==> src/rtl/wbr_regfile_pkg.sv <==
package wbr_regfile_pkg;
  localparam int unsigned NREGS_DEF = 16;
  localparam int unsigned DW_DEF    = 32;
  localparam int unsigned OPW_DEF   = 6;
  localparam int unsigned NRD       = 2;  // read ports: 0 = B, 1 = C
  typedef enum logic [0:0] {RD_B = 1'b0, RD_C = 1'b1} rd_port_e;
endpackage

==> src/rtl/wbr_we_decode.sv <==
module wbr_we_decode #(
  parameter int unsigned OPW = 6
) (
  input  logic [OPW-1:0] op_i,
  output logic           we_o
);
  localparam int unsigned WE_BIT = OPW - 1;
  assign we_o = op_i[WE_BIT];
endmodule

==> src/rtl/wbr_store.sv <==
module wbr_store #(
  parameter int unsigned NREGS = 16,
  parameter int unsigned DW    = 32,
  localparam int unsigned AW   = $clog2(NREGS)
) (
  input  logic                       clk_i,
  input  logic                       rst_ni,
  input  logic                       we_i,
  input  logic [AW-1:0]              waddr_i,
  input  logic [DW-1:0]              wdata_i,
  output logic [NREGS-1:0][DW-1:0]   regs_o
);
  logic [NREGS-1:0][DW-1:0] mem_q;

  for (genvar g = 0; g < NREGS; g++) begin : g_reg
    always_ff @(posedge clk_i or negedge rst_ni) begin
      if (!rst_ni) begin
        mem_q[g] <= '0;
      end else if (we_i && (waddr_i == AW'(g))) begin
        mem_q[g] <= wdata_i;
      end
    end
  end

  assign regs_o = mem_q;
endmodule

==> src/rtl/wbr_read_port.sv <==
module wbr_read_port #(
  parameter int unsigned NREGS = 16,
  parameter int unsigned DW    = 32,
  localparam int unsigned AW   = $clog2(NREGS)
) (
  input  logic [NREGS-1:0][DW-1:0] regs_i,
  input  logic [AW-1:0]            raddr_i,
  input  logic                     we_i,
  input  logic [AW-1:0]            waddr_i,
  input  logic [DW-1:0]            wdata_i,
  output logic [DW-1:0]            rdata_o
);
  logic hit;
  // same-cycle write wins: stands in for write-first-half, read-second-half
  assign hit     = we_i && (waddr_i == raddr_i);
  assign rdata_o = hit ? wdata_i : regs_i[raddr_i];
endmodule

==> src/rtl/wbr_regfile.sv <==
module wbr_regfile
  import wbr_regfile_pkg::*;
#(
  parameter int unsigned NREGS = NREGS_DEF,
  parameter int unsigned DW    = DW_DEF,
  parameter int unsigned OPW   = OPW_DEF,
  localparam int unsigned AW   = $clog2(NREGS)
) (
  input  logic           clk_i,
  input  logic           rst_ni,
  input  logic [OPW-1:0] wb_op_i,
  input  logic [AW-1:0]  wb_addr_i,
  input  logic [DW-1:0]  wb_data_i,
  input  logic [AW-1:0]  rd_b_addr_i,
  input  logic [AW-1:0]  rd_c_addr_i,
  output logic [DW-1:0]  rd_b_data_o,
  output logic [DW-1:0]  rd_c_data_o
);
  logic                     we;
  logic [NREGS-1:0][DW-1:0] regs;
  logic [NRD-1:0][AW-1:0]   raddr;
  logic [NRD-1:0][DW-1:0]   rdata;

  wbr_we_decode #(.OPW(OPW)) u_dec (
    .op_i (wb_op_i),
    .we_o (we)
  );

  wbr_store #(.NREGS(NREGS), .DW(DW)) u_store (
    .clk_i   (clk_i),
    .rst_ni  (rst_ni),
    .we_i    (we),
    .waddr_i (wb_addr_i),
    .wdata_i (wb_data_i),
    .regs_o  (regs)
  );

  assign raddr[RD_B] = rd_b_addr_i;
  assign raddr[RD_C] = rd_c_addr_i;

  for (genvar p = 0; p < NRD; p++) begin : g_rd
    wbr_read_port #(.NREGS(NREGS), .DW(DW)) u_port (
      .regs_i  (regs),
      .raddr_i (raddr[p]),
      .we_i    (we),
      .waddr_i (wb_addr_i),
      .wdata_i (wb_data_i),
      .rdata_o (rdata[p])
    );
  end

  assign rd_b_data_o = rdata[RD_B];
  assign rd_c_data_o = rdata[RD_C];
endmodule

==> config.mk <==
export PLATFORM = sky130hd
export DESIGN_NAME = wbr_regfile
export DESIGN_NICKNAME = d
export VERILOG_FILES = /design/src/rtl/wbr_regfile_pkg.sv /design/src/rtl/wbr_we_decode.sv /design/src/rtl/wbr_store.sv /design/src/rtl/wbr_read_port.sv /design/src/rtl/wbr_regfile.sv
export SDC_FILE = /design/constraint.sdc
export NUM_CORES = 1
export LEC_CHECK = 0
export BUFFER_PORTS_ARGS = -buffer_cell sky130_fd_sc_hd__buf_4
export CORE_AREA = 10 10 188 260
export DETAILED_ROUTE_END_ITERATION = 7
export DIE_AREA = 0 0 198 270
export GPL_TIMING_DRIVEN = 0
export HOLD_SLACK_MARGIN = 0.05
export PLACE_DENSITY = 0.8
export SYNTH_ARGS = -nofsm -noshare
export SYNTH_HDL_FRONTEND = slang
export SYNTH_SLANG_ARGS = --single-unit
==> constraint.sdc <==
create_clock -name clk_i -period 3.3 [get_ports clk_i]
set_input_delay 0.66 -clock clk_i [delete_from_list [all_inputs] [get_ports clk_i]]
set_output_delay 0.66 -clock clk_i [all_outputs]
set_load 0.005 [all_outputs]
==> results of run 1 <==
[layout make-up]
| cell class | instances | area share (%) |
|---|---|---|
| diodes | 1 | 0.00801 |
| plain buffers | 179 | 3.75 |
| clock buffers | 72 | 4.83 |
| clock inverters | 12 | 0.673 |
| multi-input cells | 1064 | 44.5 |
| flip-flops and latches | 512 | 41.0 |
| well taps | 558 | 2.24 |
| repair buffers | 111 | 3.02 |
[final timing paths]
path                                    start                  end  slack, ns  depth (start not counted)
max                            rd_c_addr_i[2]      rd_c_data_o[19]      -0.09                          7
min reg2reg                u_store.regs_o[98]   u_store.regs_o[98]       0.51                          1
min                             wb_data_i[27]  u_store.regs_o[251]       0.38                          2
max in group asynchronous              rst_ni  u_store.regs_o[432]       1.30                          4
max reg2reg                u_store.regs_o[13]   u_store.regs_o[13]       2.48                          1
min in group asynchronous              rst_ni  u_store.regs_o[103]       0.60                          2
[kinds of logic after synthesis]
logic type / after synthesis / share of synthesized area, %
muxes: 834 / 45.0
DFF: 512 / 46.9
AOI/OAI and AO/OA: 124 / 3.41
buffers and inverters: 179 / 2.85
and+or+nand+nor: 98 / 1.58
xor gates and xnor gates: 8 / 0.256
[metrics by stage]
step | TNS, ns | hold slack [ns]
floorplan | 0 | 0.364
global placement | -1862.88 | 0.489
detailed placement | -39.09 | 0.497
CTS | -0.173 | 0.350
global route | -0.277 | 0.375
finish | -0.558 | 0.381
[power breakdown]
group          leakage (uW)  internal [uW]  total, uW  switching (uW)
combinational       0.00606           3090       4980            1890
sequential          0.00628           7750       8840            1090
clock              0.000850           3610       6110            2500
[layout by cell type, fill, tap and decap left out, types with 2 or more instances in the layout]
master and count:
sky130_fd_sc_hd__mux2_2 567, sky130_fd_sc_hd__dfrtp_1 512, sky130_fd_sc_hd__mux4_2 258, sky130_fd_sc_hd__buf_4 116
sky130_fd_sc_hd__a22oi_1 97, sky130_fd_sc_hd__nand2_1 66, sky130_fd_sc_hd__clkbuf_1 53, sky130_fd_sc_hd__clkbuf_16 53
sky130_fd_sc_hd__buf_2 51, sky130_fd_sc_hd__clkbuf_2 32, sky130_fd_sc_hd__a22oi_2 27, sky130_fd_sc_hd__clkbuf_8 12
sky130_fd_sc_hd__nor2_1 12, sky130_fd_sc_hd__buf_8 11, sky130_fd_sc_hd__buf_6 10, sky130_fd_sc_hd__buf_12 9
sky130_fd_sc_hd__mux2_1 9, sky130_fd_sc_hd__buf_1 7, sky130_fd_sc_hd__xor2_1 6, sky130_fd_sc_hd__nand2b_1 6
sky130_fd_sc_hd__bufinv_16 6, sky130_fd_sc_hd__clkinv_2 6, sky130_fd_sc_hd__nor2b_1 5, sky130_fd_sc_hd__buf_16 5
sky130_fd_sc_hd__xnor2_1 2, sky130_fd_sc_hd__nor4_4 2, sky130_fd_sc_hd__and2_0 2, sky130_fd_sc_hd__nand3b_1 2
sky130_fd_sc_hd__clkbuf_4 2
[repair_timing]
| action | in CTS | in global routing |
|---|---|---|
| pin swaps | 2 | 2 |
| hold buffers | 1 | 0 |
| resized for setup | 140 | 65 |
| setup buffers | 0 | 2 |
| hold endpoints to repair | 47 | 0 |
| setup endpoints to repair | 64 | 60 |
[metal layers]
metal	global-route usage (%)	wire length (um)	up-vias
li1	-	-	7171
met4	19.2	5680	4
met1	37.8	29100	9633
met5	0	27	-
met3	7.69	7570	344
met2	51.0	41200	1070
==> impl_summary.md, run 1 <==
Logic synthesis
Yosys attributes the largest share of cell area to sky130_fd_sc_hd__dfrtp_1 47%, sky130_fd_sc_hd__mux2_2 23%, sky130_fd_sc_hd__mux4_2 21%. Yosys printed 0 warnings. The gate count after technology mapping is 1,755. The average instance in the mapped netlist occupies 15.6 um2. The proportion of netlist area held by the largest area contributor is 46.9%.

After synthesis, the netlist uses 21 different library cells. By count the netlist is led by 567 x sky130_fd_sc_hd__mux2_2, 512 x sky130_fd_sc_hd__dfrtp_1, 258 x sky130_fd_sc_hd__mux4_2, 124 x sky130_fd_sc_hd__a22oi_1, 84 x sky130_fd_sc_hd__clkbuf_1. The dominant cell type by area after synthesis is sky130_fd_sc_hd__dfrtp_1.

The async set or reset register ratio after synthesis is 100%. In this run the cell area of the synthesized design comes to 27,300 um2. Synthesis produced a netlist with a net count of 1,807.

The sequential cell area fraction in the yosys report is 46.9%. For this run, the leading register cell type out of synthesis is sky130_fd_sc_hd__dfrtp_1. The number of synthesized flops with an enable pin is 0.

The most common cell in the synthesized netlist is sky130_fd_sc_hd__mux2_2. Synthesis inferred 512 register bits.

Job
The max-capacitance violation count is 0.

Clocking
The total clock buffers created by CTS is 50. The cell sitting at the root of the clock tree is a sky130_fd_sc_hd__clkbuf_16. The clock passes through at most 3 buffers. The total clock sinks is 512. TritonCTS built the clock tree. The clock reaches the later pin of the worst-skew pair after 0.58 ns. The clock-pin slew on the worst setup and hold paths is 0.06 ns. The number of H-tree levels is 2.

Die
The number of top-level pins is 116. The core region is 43,900 um2. The die is 270 um tall. The die is 198 um wide. The die covers 53,500 um2. Once the floorplan was initialized, standard cells occupied 62.2% of the core.

Row generation in the floorplan step produced 91 rows.

Finish
After filler insertion, the fill cell instance count of the layout stands at 2,821. The multi-input combinational cells in the finished layout cover a total of 13,900 um2. From synthesis to final layout, the design area changed by 14.3%.

In the final design database the tool counted 1,970 nets. The flip-flop count of the largest register after layout is 512. The design area is 31,200 um2. The final core area utilization is 71.1%. The register area is 12,800 um2. The number of non-filler instances in the completed layout is 2,509. Of the cells placed in the final design, the portion with a size suffix greater than 1 is 59.8%.

Route
The total wirelength of the detailed-routed design is 83,500 um. The violation count after the first detailed-routing iteration is 1,827. In the final routed layout, each cell accounts on average for 33.3 um. Across all layers, the routed design uses 18,200 vias. The detailed-routing iteration count for the pre-antenna-repair pass is 5. In the routed design, unresolved DRC markers number 0. The average via count per standard cell is 7.26. The count of nets left with antenna violations once routing finished came out at 0.

Timing
The number of setup violations in the final report is 12. The smallest clock period supported by the final layout is computed as 3.39 ns. Clock skew on the completed layout was measured at 0 ns.

The number of slew-limit violations in the final report came to 0. The final critical path takes up 103% of the cycle. The fmax is 0.295 GHz.

Across all setup checks in the final design, the least slack found is -0.0907 ns. The number of hold violations in the final report is 0. The worst slew slack as a fraction of its limit is 19.4%. The slew at the pin closest to its max-slew limit is 1.21 ns.

Pwr
In this run the static leakage power is 0.0132 uW. The maximum ir drop on the vdd rail is 0.000528 V. Overall power consumption after layout is estimated at 19,900 uW. The total power density per cell area is 638 nW/um2.

Hold path
The min-delay analysis places its worst path in the category input port to register.

Worst setup path
STA classifies the critical path startpoint as an input port. The critical path's slowest cell is sky130_fd_sc_hd__clkbuf_1. The largest incremental delay on the critical path is 0.87 ns. The type of the worst setup path is input port to primary output. The number of buffer and inverter instances along the worst setup path is 3. The data arrival time of the critical path is 2.73 ns. On the critical path the largest part of the delay comes from buffers and inverters. Walking the worst path, the cells encountered are clkbuf_2 > nor2_1 > clkbuf_1 > a22oi_1 > nand2_1 > mux2_2 > buf_4. The type of element capturing the critical path is a primary output.

The biggest fanout along the worst timing path is 10. The worst path required time is 2.64 ns.

Placed design
At the placement stage, the worst setup path has a slack of -0.845 ns. In this run the cell area measured after placement is 28,900 um2. In this run, placement finished with an instance count of 2,421. The half-perimeter wire length of the detailed placement result is 55,000 um. The last weighted congestion value of the routability-driven placer is 0.914. The count of buffers inserted at the top-level ports is 103.

Global route
The total overflow left after global routing is 0. The global-route wire length before repair is 125,000 um. The initial antenna violation count is 4. The pin count of the biggest net entering global routing is 117.

The number of global-route vias before repair is 19,900. For this run, the total global-route usage over all layers was measured as 31.6%.

Run status
The final reports fail on setup timing. The flow ran to the end, but the final reports show violations.
Power figures use the tool's default switching activity.
==> inputs of run 2 (changes only) <==
- CTS_BUF_LIST: unset -> sky130_fd_sc_hd__clkbuf_4 sky130_fd_sc_hd__clkbuf_8 sky130_fd_sc_hd__clkbuf_16
- REMOVE_ABC_BUFFERS: unset -> 1
==> run 2 against run 1 <==
Net effect:
- the flow now finishes without violations
- die area is the same
- sequential power about the same
- non-clock buffer count fell by 105
- clock-buffer cell count up 1
- critical path type unchanged
==> impl_summary.md, run 2 (synthesis gave the netlist of run 1 again) <==
Finish
The design area is 31,500 um2 (+0.98%). The area growth from synthesis to layout is 15.4%. The top cell types in the final layout, fill and taps aside, are 567 x sky130_fd_sc_hd__mux2_2, 512 x sky130_fd_sc_hd__dfrtp_1, 258 x sky130_fd_sc_hd__mux4_2.

The number of non-filler instances in the completed layout was 2,412 (-3.9%). The ratio of cells with drive above 1 in the final layout is 60.9% (+1.0 points). The flip-flop count of the largest register after layout came to 512 (unchanged). The commonest non-fill, non-tap cell in the layout is sky130_fd_sc_hd__mux2_2. The final-layout fill cell count is 2,703 (-4.2%).

The final net count is 1,864 (-5.4%).

Worst setup path
The data arrival time of the critical path is 2.63 ns (-0.10 ns). The worst path required time was 2.64 ns (about the same). The worst setup path is of the input port to primary output kind. The worst setup path is captured at a primary output. The biggest fanout along the worst timing path was 18 (+8). The category of the worst setup path launch point is an input port.

Global route
The initial antenna violation count came to 2 (-2). The overall track demand over capacity in global routing was 30.1% (-1.6 points). The global-route wire length before repair is 120,000 um (-4.4%). The total congestion overflow is 0 (unchanged).

The pin count of the biggest net entering global routing is 124 (+6.0%). The number of global-route vias before repair is 19,000 (-4.5%).

Job
The max-capacitance violation count was 0 (unchanged).

Clocking
The clock insertion delay at the later pin of the skew report came to 0.58 ns (about the same). The number of hold-repair buffers added at the cts stage is 0 (-1). The cell at the root of the clock tree is sky130_fd_sc_hd__clkbuf_16. The total clock buffers created by CTS is 49 (-2.0%). The clock-pin slew on the worst setup and hold paths is 0.06 ns (about the same).

The number of H-tree levels came to 2 (unchanged). The buffer depth of the longest clock path is 3 (unchanged). The CTS tree is yes. The total clock sinks is 512 (unchanged).

Die
The floorplan die width is 198 um (unchanged). The floorplan die height is 270 um (unchanged). The total die area was 53,500 um2 (unchanged). The number of core rows is 91 (unchanged). The core area is 43,900 um2 (unchanged). The effective utilization at floorplan is 62.2% (unchanged). The number of top-level pins is 116 (unchanged).

Pwr
The leakage power figure is 0.0133 uW (+0.58%). The maximum ir drop on the vdd rail is 0.000469 V (-11%). The total power density per cell area is 628 nW/um2 (-1.6%).

Timing
The fmax came to 0.304 GHz (+3.2%). The number of slew-limit violations in the final report is 0 (unchanged). Setup repair after global routing left no endpoint under its margin. The share of the clock period used by the worst path was 99.6% (-3.1 points). The minimum clock period is 3.29 ns (-0.104 ns). The slew at the pin closest to its max-slew limit came to 1.03 ns (-0.180 ns). The worst slew slack as a fraction of its limit is 31.2% (+12 points).

The number of setup violations in the final report is 0 (-12). The number of hold violations in the final report is 0 (unchanged). The worst-case clock skew is 0 ns (unchanged).

Route
The count of antenna-violating nets left after detailed routing was 0 (unchanged). The detailed-routing iteration count for the pre-antenna-repair pass was 5 (unchanged). The violation count after the first detailed-routing iteration is 1,586 (-13%). The final routed wire length divided by cell count was 33.0 um (-0.78%).

The number of DRC violations after detailed routing was 0 (unchanged). The total wirelength of the detailed-routed design is 79,600 um (-4.6%). The overall via count from detail_route came to 17,400 (-4.5%). The average via count per standard cell is 7.22 (-0.65%).

Placed design
The instance area after placement was 29,100 um2 (+0.56%). The count of buffers inserted at the top-level ports was 110 (+6.8%). The half-perimeter wire length of the detailed placement result came to 44,200 um (-20%).

The total placed cells including tap cells was 2,284 (-5.7%). The last weighted congestion value of the routability-driven placer is 0.734 (-20%).

Hold path
The tightest min-delay check is of the input port to asynchronous set/reset pin type.

Run status
The run finished with clean final reports.
[run 2: cell count changes in the layout (fill, tap and decap cells not counted), sizes merged]
cell / previous run / this run
bufbuf: 0 / 10
clkinv: 6 / 11
inv: 0 / 1
diode: 1 / 2
clkinvlp: 0 / 1
clkbuf: 152 / 74
bufinv: 6 / 5
buf: 209 / 174
dlygate4sd3: 1 / 0
[run 2: critical path: stages]
cell and delay [ns]:
sky130_fd_sc_hd__buf_16 0.21, sky130_fd_sc_hd__buf_16 0.20, sky130_fd_sc_hd__mux4_2 0.56, sky130_fd_sc_hd__mux4_2 0.54, sky130_fd_sc_hd__mux2_2 0.28, sky130_fd_sc_hd__buf_4 0.14
[run 2: final timing paths]
check / from / endpoint / slack, ns / cells after the start
max: rd_b_addr_i[0] / rd_b_data_o[30] / 0.01 / 6
min: rst_ni / u_store.regs_o[93] / 0.09 / 1
max reg2reg: u_store.regs_o[280] / u_store.regs_o[280] / 2.46 / 1
min reg2reg: u_store.regs_o[402] / u_store.regs_o[402] / 0.52 / 1
max in group asynchronous: rst_ni / u_store.regs_o[152] / 1.23 / 4
min in group clk_i: wb_data_i[20] / u_store.regs_o[404] / 0.44 / 2
[run 2: through the flow]
stage,utilization (%),setup TNS (ns),power [uW],setup WS [ns],hold WS (ns)
global route,71.8,0,20600,0.00118,0.153
CTS,71.5,0,19700,0.0538,0.134
finish,71.8,0,19800,0.0132,0.0881
floorplan,-,-32.59,11800,-0.509,0.364
global placement,63.9,-2692.08,13100,-5.97,0.482
detailed placement,66.2,-52.20,13600,-1.02,0.500
[run 2: where the power goes]
part	total, uW	internal [uW]	switching [uW]
clock network	6080	3590	2490
logic	4880	3120	1760
registers	8840	7750	1090
total	19800	14500	5340
[run 2: repair_timing]
item / CTS / global route
pin swaps: 2 / 1
resized for setup: 12 / 3
cloned: 15 / 2
setup buffers: 4 / 14
setup endpoints to repair: 64 / 28
[run 2: area by class of cell]
cell class | count | area [um2] | area share, %
multi-input combinational | 1064 | 13900 | 44.0
antenna | 2 | 5.00 | 0.0159
clock inverter | 18 | 221 | 0.702
timing repair buffer | 185 | 2390 | 7.58
tap | 558 | 698 | 2.21
clock buffer | 73 | 1520 | 4.83
sequential | 512 | 12800 | 40.6
[run 2: routing by layer]
| layer | wire [um] | GRT usage (%) | share of wire, % | vias to the layer above |
|---|---|---|---|---|
| li1 | - | - | - | 6958 |
| met1 | 27800 | 35.4 | 35 | 9288 |
| met2 | 41100 | 50.6 | 52 | 870 |
| met3 | 5980 | 5.52 | 7.5 | 288 |
| met4 | 4760 | 17.4 | 6.0 | 0 |
| met5 | 0 | 0 | 0 | - |
==> inputs of run 3 (changes only) <==
- GPL_TIMING_DRIVEN: 0 -> unset
- PLACE_DENSITY: 0.8 -> 0.77
==> run 3 against run 2 <==
Net effect:
- the run now ends with setup timing left
- global-route usage is 1.5 points lower
- sequential share of layout area is 0.32 points higher
- critical path depth stayed put
- clock power is 2% lower
- wire length is 5.4% lower
- cell area is 0.78% lower
- clock skew stayed put
- via count is 2.1% lower
- non-clock buffer count is 29 higher
- worst setup slack worse by 0.016 ns
- sequential cell count stayed put
- die area stayed put
==> impl_summary.md, run 3 (synthesis gave the netlist of run 1 again) <==
Global route
The total congestion overflow is 0 (unchanged). The number of global-route vias before repair was 18,700 (-1.7%). The initial antenna violation count is 0 (-2).

The global-route wire length before repair is 116,000 um (-3.4%). The overall track demand over capacity in global routing came to 28.5% (-1.5 points). The pin count of the biggest net entering global routing came to 87 (-30%).

Timing
The fmax is 0.303 GHz (-0.49%). The number of hold violations in the final report is 0 (unchanged). The number of slew-limit violations in the final report is 0 (unchanged).

Setup repair after global routing could not meet its margin everywhere. The worst-case clock skew is 0 ns (unchanged). The share of the clock period used by the worst path is 100% (+0.49 points). The minimum clock period came to 3.30 ns (+0.0161 ns). The final critical-path setup slack was -0.00290 ns (-0.0161 ns). The slew at the pin closest to its max-slew limit is 1.23 ns (+0.200 ns). The number of setup violations in the final report was 1 (+1). The setup TNS was -0.00290 ns (-0.00290 ns).

The worst slew slack as a fraction of its limit was 17.9% (-13 points).

Worst setup path
The data arrival time of the critical path is 2.64 ns (about the same). The worst register-to-register path ends at u_store.regs_o[39]. The number of buffer and inverter instances along the worst setup path is 2 (-1).

The slowest stage of the critical path belongs to the cell sky130_fd_sc_hd__nor2b_4. The worst path required time is 2.64 ns (about the same). Among cell families on the critical path, the largest total delay comes from simple AND/OR/NAND/NOR gates. The largest incremental delay on the critical path is 1.01 ns (+0.45 ns). The worst register-to-register path begins at u_store.regs_o[39]. The category of the worst setup path launch point is an input port. The cell occurring most often along the worst timing path is sky130_fd_sc_hd__buf_4.

The type of the worst setup path is input port to primary output. The slack of the worst reg-to-reg path is 2.47 ns (about the same). The type of element capturing the critical path is a primary output.

The biggest fanout along the worst timing path is 25 (+7). The critical path goes through buf_4 > nor2b_4 > a22oi_1 > nand2_1 > mux2_2 > buf_4. The depth of the worst register-to-register path is 1 (unchanged).

Finish
The final core area utilization came to 71.2% (-0.56 points). Compared with the post-synthesis result, the final layout area differs by 14.5%. The flip-flop count of the largest register after layout is 512 (unchanged). The number of non-filler instances in the completed layout is 2,444 (+1.3%).

The final-layout fill cell count came to 2,909 (+7.6%). The number of inserted diodes was 0 (-2). The ratio of cells with drive above 1 in the final layout came to 61.6% (+0.71 points).

In the layout the commonest cells are 567 x sky130_fd_sc_hd__mux2_2, 512 x sky130_fd_sc_hd__dfrtp_1, 258 x sky130_fd_sc_hd__mux4_2. The final net count was 1,897 (+1.8%). The library cell used most frequently in the layout, excluding fill and tap cells, is sky130_fd_sc_hd__mux2_2.

Route
The detailed-routing iteration count for the pre-antenna-repair pass is 5 (unchanged). The total wirelength of the detailed-routed design is 75,300 um (-5.4%). The violation count after the first detailed-routing iteration is 1,217 (-23%). The final routed wire length divided by cell count is 30.8 um (-6.7%). The number of DRC violations after detailed routing is 0 (unchanged). The overall via count from detail_route was 17,000 (-2.1%). The average via count per standard cell was 6.97 (-3.4%). The count of antenna-violating nets left after detailed routing came to 0 (unchanged).

Placed design
The half-perimeter wire length of the detailed placement result is 45,000 um (+1.9%). The total placed cells including tap cells is 2,338 (+2.4%). The pre-CTS setup slack came to -0.0331 ns (+0.991 ns). The last weighted congestion value of the routability-driven placer is 0.791 (+7.8%).

The count of buffers inserted at the top-level ports is 110 (unchanged).

Pwr
The maximum ir drop on the vdd rail is 0.000494 V (+5.3%). The total power after layout is 19,600 uW (-1.1%). The total power density per cell area is 625 nW/um2 (-0.37%). The sequential share of power is 44.9% (+0.3 points). The clock share of power is 30.5% (-0.2 points).

The portion of total power attributed to combinational logic is 24.5% (-0.2 points). The leakage power figure is 0.0132 uW (-0.78%). The internal power consumption is 14,300 uW (-1.2%). The total net switching power is 5290 uW (-1.0%). The proportion of total power due to net switching is 27.0% (+0.032 points).

Die
The number of top-level pins was 116 (unchanged). The core area is 43,900 um2 (unchanged). The floorplan die width is 198 um (unchanged).

The effective utilization at floorplan is 62.2% (unchanged). The total die area is 53,500 um2 (unchanged). The number of core rows came to 91 (unchanged).

The floorplan die height is 270 um (unchanged).

Clocking
The clock insertion delay at the later pin of the skew report is 0.59 ns (about the same). The clock-pin slew on the worst setup and hold paths was 0.06 ns (about the same). TritonCTS built the clock tree. The number of H-tree levels was 2 (unchanged). In this run the clock root is driven by a sky130_fd_sc_hd__clkbuf_16. The total clock sinks is 512 (unchanged). The total clock buffers created by CTS is 51 (+4.1%). The buffer depth of the longest clock path came to 3 (unchanged).

Run status
The flow ran to the end, but the final reports show violations. The checks that failed: setup timing.

Job
The max-capacitance violation count is 0 (unchanged).

Hold path
The path class of the tightest hold or removal check is input port to asynchronous set/reset pin.
==> run 3: cell count changes in the layout (fill, tap and decap cells not counted), sizes merged, moves of 2 or more <==
cell | previous run | this run
bufinv | 5 | 3
buf | 174 | 211
clkinv | 11 | 16
bufbuf | 10 | 0
clkinvlp | 1 | 3
diode | 2 | 0
==> run 3: worst max path at each step <==
stage,slack [ns],end,cells after the start,start
2_1_floorplan,-0.51,rd_b_data_o[0],3,wb_addr_i[2]
3_3_place_gp,0.03,rd_b_data_o[25],7,rd_b_addr_i[3]
4_1_cts,0.02,rd_b_data_o[12],7,rd_b_addr_i[2]
5_1_grt,-0.02,rd_b_data_o[8],6,rd_b_addr_i[2]
6_report,-0.003,rd_b_data_o[8],6,rd_b_addr_i[2]
3_5_place_dp,-0.03,rd_b_data_o[25],7,rd_b_addr_i[3]
==> run 3: layer usage <==
metal	wire (um)	global-route usage (%)
met1	28000	35.3
met2	40000	50.0
met3	4170	3.69
met4	3190	10.7
met5	0	0
==> run 3: power groups by stage <==
stage               logic (uW)  registers [uW]  clock network [uW]
CTS                       4820            8780                6030
global placement          4630            8680                   0
detailed placement        4780            8870                   0
global route              5150            9000                6310
floorplan                 3310            8500                   0
finish                    4800            8800                5970
==> run 3: timing repair <==
action / 4_1_cts / 5_1_grt
buffers inserted: 0 / 9
endpoints found under the setup margin: 5 / 5
endpoints found under the hold margin: 0 / 0
hold buffers: 0 / 0
gates cloned: 1 / 2
pin swaps: 0 / 1
resized for setup: 1 / 2
==> run 3: area by class of cell <==
| type | instances | area [um2] | area share, % |
|---|---|---|---|
| multi-input cells | 1066 | 13900 | 44.4 |
| clock buffers | 71 | 1510 | 4.83 |
| well taps | 558 | 698 | 2.23 |
| repair buffers | 214 | 2150 | 6.86 |
| flip-flops and latches | 512 | 12800 | 40.9 |
| clock inverters | 23 | 220 | 0.704 |
==> run 3: stage by stage <==
stage	cell area, um2	hold WS [ns]
2_1_floorplan	26500	0.364
3_3_place_gp	29400	0.480
3_5_place_dp	29400	0.499
4_1_cts	31200	0.0871
5_1_grt	31300	0.0891
6_report	31300	0.0397
